`src/rtl/ssd_pkg.sv`:
```
package ssd_pkg;

  localparam int CODE_W = 4;
  localparam int SEG_W  = 7;

  typedef logic [CODE_W-1:0] code_t;
  typedef logic [SEG_W-1:0]  seg_t;

  // Active-low glyph, bit 0 = segment a ... bit 6 = segment g.
  function automatic seg_t glyph_n(input code_t c);
    seg_t lit;
    case (c)
      4'h0: lit = 7'h3F;
      4'h1: lit = 7'h06;
      4'h2: lit = 7'h5B;
      4'h3: lit = 7'h4F;
      4'h4: lit = 7'h66;
      4'h5: lit = 7'h6D;
      4'h6: lit = 7'h7D;
      4'h7: lit = 7'h07;
      4'h8: lit = 7'h7F;
      4'h9: lit = 7'h6F;
      4'hA: lit = 7'h77;
      4'hB: lit = 7'h7C;
      4'hC: lit = 7'h39;
      4'hD: lit = 7'h5E;
      4'hE: lit = 7'h79;
      default: lit = 7'h71;
    endcase
    return ~lit;
  endfunction

  // Wrapping increment of a scan index.
  function automatic int unsigned wrap_inc(input int unsigned v, input int unsigned limit);
    return (v >= limit - 1) ? 0 : v + 1;
  endfunction

endpackage

```
`src/rtl/ssd_tick_div.sv`:
```
module ssd_tick_div #(
  parameter int DIV = 4
) (
  input  logic clk,
  input  logic rst,
  input  logic en,
  output logic tick
);
  localparam int CW = (DIV > 1) ? $clog2(DIV) : 1;
  localparam logic [CW-1:0] LAST = CW'(DIV - 1);

  logic [CW-1:0] cnt_q;
  logic          wrap;

  assign wrap = en && (cnt_q == LAST);

  always_ff @(posedge clk) begin
    if (rst) begin
      cnt_q <= '0;
      tick  <= 1'b0;
    end else begin
      tick <= wrap;
      if (wrap)    cnt_q <= '0;
      else if (en) cnt_q <= cnt_q + 1'b1;
    end
  end
endmodule

```
`src/rtl/ssd_msg_ring.sv`:
```
module ssd_msg_ring #(
  parameter int ENTRIES = 8,
  parameter int CW      = 4,
  parameter int SHOWN   = 4,
  parameter logic [ENTRIES*CW-1:0] INIT = '0
) (
  input  logic                  clk,
  input  logic                  rst,
  input  logic                  step,
  output logic [ENTRIES*CW-1:0] ring,
  output logic [SHOWN*CW-1:0]   window
);
  localparam int W    = ENTRIES * CW;
  localparam int BASE = ENTRIES - SHOWN;

  logic [W-1:0] ring_q;

  always_ff @(posedge clk) begin
    if (rst)       ring_q <= INIT;
    else if (step) ring_q <= {ring_q[W-CW-1:0], ring_q[W-1:W-CW]};
  end

  assign ring = ring_q;

  for (genvar d = 0; d < SHOWN; d++) begin : g_win
    assign window[d*CW +: CW] = ring_q[(BASE+d)*CW +: CW];
  end
endmodule

```
`src/rtl/ssd_digit_scan.sv`:
```
module ssd_digit_scan
  import ssd_pkg::*;
#(
  parameter int DIGITS = 4
) (
  input  logic                     clk,
  input  logic                     rst,
  input  logic                     adv,
  input  logic [DIGITS*CODE_W-1:0] window,
  output logic [DIGITS-1:0]        dig_n,
  output logic [SEG_W-1:0]         seg_n
);
  localparam int IW = (DIGITS > 1) ? $clog2(DIGITS) : 1;

  logic [IW-1:0] idx_q;
  logic [IW-1:0] idx_nxt;
  code_t         pick;

  assign idx_nxt = IW'(wrap_inc(int'(idx_q), DIGITS));
  assign pick    = window[idx_nxt*CODE_W +: CODE_W];

  always_ff @(posedge clk) begin
    if (rst) begin
      idx_q <= IW'(DIGITS - 1);
      dig_n <= '1;
      seg_n <= '1;
    end else if (adv) begin
      idx_q <= idx_nxt;
      dig_n <= ~(DIGITS'(1) << idx_nxt);
      seg_n <= glyph_n(pick);
    end
  end
endmodule

```
`src/rtl/scroll_seg_display.sv`:
```
module scroll_seg_display
  import ssd_pkg::*;
#(
  parameter int REFRESH_DIV = 50000,
  parameter int SCROLL_DIV  = 1000,
  parameter int NUM_CHARS   = 8,
  parameter int NUM_DIGITS  = 4,
  parameter logic [NUM_CHARS*4-1:0] MSG_INIT = 32'h1234_5670
) (
  input  logic                  clk,
  input  logic                  rst,
  output logic [SEG_W-1:0]      seg_n,
  output logic [NUM_DIGITS-1:0] dig_n
);
  localparam int RING_W = NUM_CHARS * CODE_W;
  localparam int WIN_W  = NUM_DIGITS * CODE_W;

  logic              refresh_tick;
  logic              scroll_tick;
  logic [RING_W-1:0] ring_flat;
  logic [WIN_W-1:0]  window;

  ssd_tick_div #(.DIV(REFRESH_DIV)) u_refresh (
    .clk(clk), .rst(rst), .en(1'b1), .tick(refresh_tick)
  );

  ssd_tick_div #(.DIV(SCROLL_DIV)) u_scroll (
    .clk(clk), .rst(rst), .en(refresh_tick), .tick(scroll_tick)
  );

  ssd_msg_ring #(
    .ENTRIES(NUM_CHARS), .CW(CODE_W), .SHOWN(NUM_DIGITS), .INIT(MSG_INIT)
  ) u_ring (
    .clk(clk), .rst(rst), .step(scroll_tick), .ring(ring_flat), .window(window)
  );

  ssd_digit_scan #(.DIGITS(NUM_DIGITS)) u_scan (
    .clk(clk), .rst(rst), .adv(refresh_tick), .window(window),
    .dig_n(dig_n), .seg_n(seg_n)
  );
endmodule

```
`config.mk`:
```
export PLATFORM = sky130hd
export DESIGN_NAME = scroll_seg_display
export DESIGN_NICKNAME = d
export VERILOG_FILES = /design/src/rtl/ssd_pkg.sv /design/src/rtl/ssd_tick_div.sv /design/src/rtl/ssd_msg_ring.sv /design/src/rtl/ssd_digit_scan.sv /design/src/rtl/scroll_seg_display.sv
export SDC_FILE = /design/constraint.sdc
export NUM_CORES = 1
export LEC_CHECK = 0
export BUFFER_PORTS_ARGS = -buffer_cell sky130_fd_sc_hd__buf_4
export CAP_MARGIN = 10
export CELL_PAD_IN_SITES_DETAIL_PLACEMENT = 0
export CELL_PAD_IN_SITES_GLOBAL_PLACEMENT = 1
export CORE_ASPECT_RATIO = 0.75
export CORE_MARGIN = 10
export CORE_UTILIZATION = 54
export CTS_BUF_LIST = sky130_fd_sc_hd__clkbuf_8
export DETAILED_ROUTE_END_ITERATION = 8
export PLACE_DENSITY = 0.93
export SLEW_MARGIN = 20
export SYNTH_ARGS = -nofsm -noshare
export SYNTH_HDL_FRONTEND = slang
export SYNTH_HIERARCHICAL = 1
export SYNTH_SLANG_ARGS = --single-unit
```
`constraint.sdc`:
```
create_clock -name clk -period 5.3 [get_ports clk]
set_clock_uncertainty 0.05 [all_clocks]
set_input_delay 0.265 -clock clk [delete_from_list [all_inputs] [get_ports clk]]
set_output_delay 0.265 -clock clk [all_outputs]
set_load 0.01 [all_outputs]
```
; ---- Yosys cells after proc, flatten, opt, wreduce, memory -nomap -nowiden
; Memories as Yosys holds them, arrays and structs flattened.
; Index checks and enable logic that the tools add are counted.
[totals]
output_inout_bits = 11
rom_bits = 112
inputBits = 2
ff_bits = 73
memories = 1
[classes]
n_shift = 2
reduce_logical = 3
n_eq_ne = 2
add_sub_neg = 3
bitwise_logic = 2
n_mux = 3
magnitude_cmp = 1
[mem_list]
columns = name, words, word_bits, rd, rd_ports_with_merged_regs, wr, line
row1 = (name not given), 16, 7, 1, 0, 0, ssd_pkg.sv:12  ; case (c)
[op_table]
columns = cell, count
row1 = $add 16x1->16 const B, 1
row2 = $eq 16x16->1 const B, 1
row3 = $shiftx 16x5->4, 1
row4 = $mux 7, 2
row5 = $add 10x1->10 const B, 1
row6 = $eq 10x10->1 const B, 1
row7 = $not 7->7, 1
row8 = $not 4->4, 1
row9 = $reduce_or 2->1, 2
row10 = $shl 1x2->4 const A, 1
row11 = $add 2x1->2 const B, 1
row12 = $ge 2x2->1 const B, 1
row13 = $mux 2, 1
row14 = $logic_and 1x1->1, 1

; ---- Depth between registers and ports, before layout
; An unclocked memory read counts as a cell.
[depth]
depth_word = 7
ltp_mapped = 12
mapped_depth_nobuf = 10

; ---- By module
; Netlist, hierarchy kept.
[modules_own_cells]
columns = mod, area_each_um2, cells_each, seq_area_each_um2, instances
row1 = ssd_msg_ring, 1295.0, 119, 640.6, 1
row2 = ssd_digit_scan, 1092.3, 118, 260.2, 1
row3 = ssd_tick_div (u_refresh), 784.5, 85, 340.3, 1
row4 = ssd_tick_div (u_scroll), 549.3, 59, 220.2, 1
row5 = scroll_seg_display, 3.8, 1, 0.0, 1

; ---- Least setup slack after synthesis
; No wires, ideal clock.
[synth_path]
path_kind = register to register
from = reg u_scan.idx_q[0]
to = reg u_scan.seg_n[0]
path_slack_ns = 2.623
arrival_ns = 2.568
required_time_ns = 5.191
path_stages_with_launch = 13
cell_sequence = dfxtp_1 > inv_1 > ha_1 > buf_6 > clkbuf_1 > mux4_2 > inv_1 > ha_1 > mux2i_1 > nor3b_1 > nor3_1 > a32oi_1 > o31a_1
[synth_between]
elab_chain_cells = 7
word_cells_on_any_way = 8
classes_between = 1 x add/sub / 1 x order compare / 1 x shift / 3 x mux / 1 x bitwise / 1 x memory
[synth_rtl]
columns = item, line
row1 = from (decl), ssd_digit_scan.sv:15  ; logic [IW-1:0] idx_q;
row2 = from (signal assigned), ssd_digit_scan.sv:24  ; idx_q <= IW'(DIGITS - 1);
row3 = from (signal assigned), ssd_digit_scan.sv:28  ; idx_q <= idx_nxt;
row4 = $add 2x1->2 / $ge 2x2->1 (equally long branches), ssd_pkg.sv:35  ; return (v >= limit - 1) ? 0 : v + 1;
row5 = $mux 2 (*), ssd_pkg.sv:35
row6 = net u_scan.idx_nxt[1], ssd_digit_scan.sv:16  ; logic [IW-1:0] idx_nxt;
row7 = $shiftx 16x5->4 (*), ssd_digit_scan.sv:20  ; assign pick = window[idx_nxt*CODE_W +: CODE_W];
row8 = $mem_v2 16x7 (*), --
row9 = $mux 7 (*), ssd_digit_scan.sv:27  ; end else if (adv) begin
row10 = $mux 7 (*), ssd_digit_scan.sv:23  ; if (rst) begin
row11 = $not 7->7 (*), ssd_pkg.sv:30  ; return ~lit;
row12 = to (signal assigned), ssd_digit_scan.sv:30  ; seg_n <= glyph_n(pick);
row13 = to (decl), ssd_digit_scan.sv:11  ; output logic [SEG_W-1:0] seg_n
; Mark *: on every way through the listed nets, which the timed path passes. The rest lies on a longest branch. The select of a mux whose other input is x is not followed.
; A chain may end at the register's enable or synchronous reset.

; ---- Worst setup path after layout
; Ends and elaborated chain as after synthesis.

==> results.json <==
{
  "largest_net_degree_at_the_start_of_global_routing": 50,
  "routed_wl_um": 6350,
  "grt_first_pass_wirelength_um": 11100,
  "worstRegToRegCells": 9,
  "synth_cells": 382,
  "post_cts_resize_count": 0,
  "largest_family_of_logic_cells_by_synthesized_area": "simple AND/OR/NAND/NOR gates",
  "postSynthAreaPerCell_um2": 9.75,
  "tritoncts.num_buffers": 9,
  "dr_total_vias": 2523,
  "mappedNetlistArea_um2": 3720,
  "htreeDepth": 3,
  "post_dp_cell_area_um2": 3690,
  "placed_cells_incl_taps": 452,
  "tritoncts_num_sinks": 73,
  "crit_path_top_delay_cell": "sky130_fd_sc_hd__ha_1",
  "dominantRegCellSynth": "sky130_fd_sc_hd__dfxtp_1",
  "layout_cell_share_with_drive_strength_beyond_1": 0.135,
  "totalNegativeSetupSlack_ns": 0,
  "cp-start-kind": "flop",
  "crit_family": "adder cells",
  "detail_route.vias_per_cell": 5.39,
  "cellLeakagePower_uw": 0.00131,
  "finalHoldWorstSlack_ns": 0.314,
  "final_cells": 468,
  "flip_flop_and_latch_count_after_synthesis": 73,
  "cts_hold_buf": 0,
  "timing.fmax_ghz": 0.309,
  "path_cells": "inv_1, ha_1, mux4_2, ha_1, mux2i_1, nor3b_1, nor3_1, a32oi_1, o31a_1",
  "crit_path_end_kind": "flop",
  "required_ns": 5.48,
  "grt_pass1_vias": 2360,
  "syn_to_final_growth_pct": 4.80,
  "layout_commonest_cell": "sky130_fd_sc_hd__dfxtp_1",
  "synth-simple-area-share": 0.213,
  "place.gp.congestion": 0.798,
  "irDropWorstVdd_mv": 0.152,
  "hold_path.class": "primary input to flop",
  "wl_per_cell_um": 13.6,
  "floorplan.initialDensity": 0.550,
  "initial_antenna_violation_count": 0,
  "r2r_slack_ns": 2.07,
  "final_period_minus_worst_setup_slack_ns": 3.23,
  "pin_count": 13,
  "power_density_nw_per_um2": 266,
  "synth-compound-area-share": 0.102,
  "drv_slew": 0,
  "cp_common_cell": "sky130_fd_sc_hd__ha_1",
  "clk_pin_slew_worst_paths_ns": 0.07,
  "hold_violations_final": 0,
  "seq_area_frac_synth": 0.392,
  "timing.slew.headroom": 0.378,
  "synth_largest_type_area_fraction": 0.392,
  "drtIter0Drc": 105,
  "worst-setup-path-type": "flop to flop",
  "final_area_um2": 3900,
  "num_antenna_cells": 0,
  "post_synth_fa_ha_maj_area_fraction": 0.0470,
  "hold_path_end": "u_ring/ring[26]",
  "grt-ovfl-total": 0,
  "ys.warnings.count": 6,
  "status": "finished clean",
  "min-delay-start": "rst",
  "cell_at_the_root_of_the_clock_tree": "sky130_fd_sc_hd__clkbuf_8",
  "core_region_area_um2": 6770,
  "hold_path_depth": 2,
  "synth.top_cells.by_area": "sky130_fd_sc_hd__dfxtp_1, sky130_fd_sc_hd__mux2i_1, sky130_fd_sc_hd__ha_1",
  "finalSetupViolCount": 0,
  "fp.dieArea_um2": 10700,
  "ant_nets": 0,
  "timing.rr.start": "u_scan/idx_q[0]",
  "crit_fanout": 18,
  "std_cell_rows": 26,
  "worst_r2r_endpoint": "u_scan/seg_n[0]",
  "max_stage_delay_ns": 0.70,
  "yosys-mux-area-fraction": 0.120,
  "max-clock-path-buffers": 2,
  "arrival_time_of_the_worst_setup_path_ns": 3.42,
  "netlist-cell-type-count": 57,
  "num-nets-final": 395,
  "count_of_flip_flops_with_a_built_in_enable_after_synthesis": 0,
  "yosysTopAreaCell": "sky130_fd_sc_hd__dfxtp_1",
  "dp_hpwl_um": 4320,
  "grt_util_all_layers": 0.126,
  "numPortBuffers": 12,
  "first_pass_iters": 4,
  "layout.cells.most_common_list": "sky130_fd_sc_hd__dfxtp_1, sky130_fd_sc_hd__nor2_1, sky130_fd_sc_hd__nand2_1",
  "max_slew.worst_pin.slew_ns": 0.934,
  "synthXorXnorAreaFrac": 0.0470,
  "cp.buffers_inverters": 1,
  "post_synth_arst_share": 0,
  "cts_setup_buffers": 0,
  "cts_tree": "yes",
  "die-height_um": 91.9,
  "setup_repair_after_global_routing_missed_its_margin": "no",
  "fin_total_pwr_uw": 1040,
  "die-width_um": 116,
  "drc": 0,
  "layout_worst_path_cycle_share": 0.610,
  "insertion_delay_ns": 0.34,
  "maxCapViolCount": 0
}
[through the flow]
step / setup slack [ns] / utilization
2_1_floorplan: 2.62 / -
3_3_place_gp: 2.24 / 0.546
3_5_place_dp: 2.09 / 0.546
4_1_cts: 2.08 / 0.577
5_1_grt: 1.81 / 0.577
6_report: 2.07 / 0.577
[state kept, by name (all words and copies together) (netlist names)]
| signal | count |
|---|---|
| u_ring/ring | 32 |
| u_scroll/cnt_q | 10 |
| u_refresh/cnt_q | 16 |
| u_refresh/tick | 1 |
| u_scan/seg_n | 7 |
| u_scan/idx_q | 2 |
| u_scroll/tick | 1 |
| u_scan/dig_n | 4 |
[area by class of cell]
class,instances,area [µm²]
multi-input cells,272,1990
clock inverters,7,86.3
well taps,84,105
repair buffers,13,97.6
clock buffers,9,124
inverters,10,37.5
fillers,609,2860
flip-flops and latches,73,1460
[cells by family (layout without fill, tap and decap cells)]
family | after synthesis | in the layout
and+or+nand+nor | 147 | 147
DFF | 73 | 73
AOI/OAI and AO/OA | 49 | 49
buffers and inverters | 41 | 39
muxes | 37 | 37
xor gates and xnor gates | 20 | 20
adders and majority gates | 14 | 14
other | 1 | 5
[synthesized netlist by cell type, types with 8 or more instances]
| master | n |
|---|---|
| sky130_fd_sc_hd__mux2i_1 | 26 |
| sky130_fd_sc_hd__inv_1 | 10 |
| sky130_fd_sc_hd__nand2_1 | 27 |
| sky130_fd_sc_hd__ha_1 | 14 |
| sky130_fd_sc_hd__nand4_1 | 8 |
| sky130_fd_sc_hd__buf_4 | 18 |
| sky130_fd_sc_hd__dfxtp_1 | 73 |
| sky130_fd_sc_hd__nor2_1 | 44 |
| sky130_fd_sc_hd__nand3_1 | 10 |
| sky130_fd_sc_hd__o21ai_0 | 10 |
| sky130_fd_sc_hd__a21oi_1 | 8 |
| sky130_fd_sc_hd__a211o_1 | 12 |
| sky130_fd_sc_hd__xnor2_1 | 13 |
[worst register-to-register path: cells and delay by family (launching register included)]
kind                       cells  cell delay [ns]
adders and majority gates      2             1.05
muxes                          2             0.84
DFF                            1             0.45
AOI/OAI and AO/OA              2             0.36
and+or+nand+nor                2             0.25
buffers and inverters          1             0.12
[per-layer routing]
metal,share of wire,track usage
met5,0,0
met4,0.0046,0.0405
met3,0.039,0.0469
met2,0.43,0.185
met1,0.53,0.166
[worst max path at each step]
| stage | start | to | slack [ns] | depth (start not counted) |
|---|---|---|---|---|
| floorplan | u_scan/idx_q[0] | u_scan/seg_n[0] | 2.62 | 12 |
| detailed placement | u_scan/idx_q[0] | u_scan/seg_n[0] | 2.09 | 9 |
| finish | u_scan/idx_q[0] | u_scan/seg_n[0] | 2.07 | 9 |
| global placement | u_scan/idx_q[0] | u_scan/seg_n[0] | 2.24 | 9 |
| global route | u_scan/idx_q[0] | u_scan/seg_n[0] | 1.81 | 10 |
| CTS | u_scan/idx_q[0] | u_scan/seg_n[0] | 2.08 | 9 |
[where the power goes]
| group | leakage, µW | switching [µW] | internal (µW) | total (µW) |
|---|---|---|---|---|
| Sequential | 0.000590 | 3.68 | 552 | 555 |
| Clock | 0.000110 | 199 | 261 | 460 |
| Combinational | 0.000610 | 14.5 | 7.33 | 21.8 |
Power figures use the tool's default switching activity.
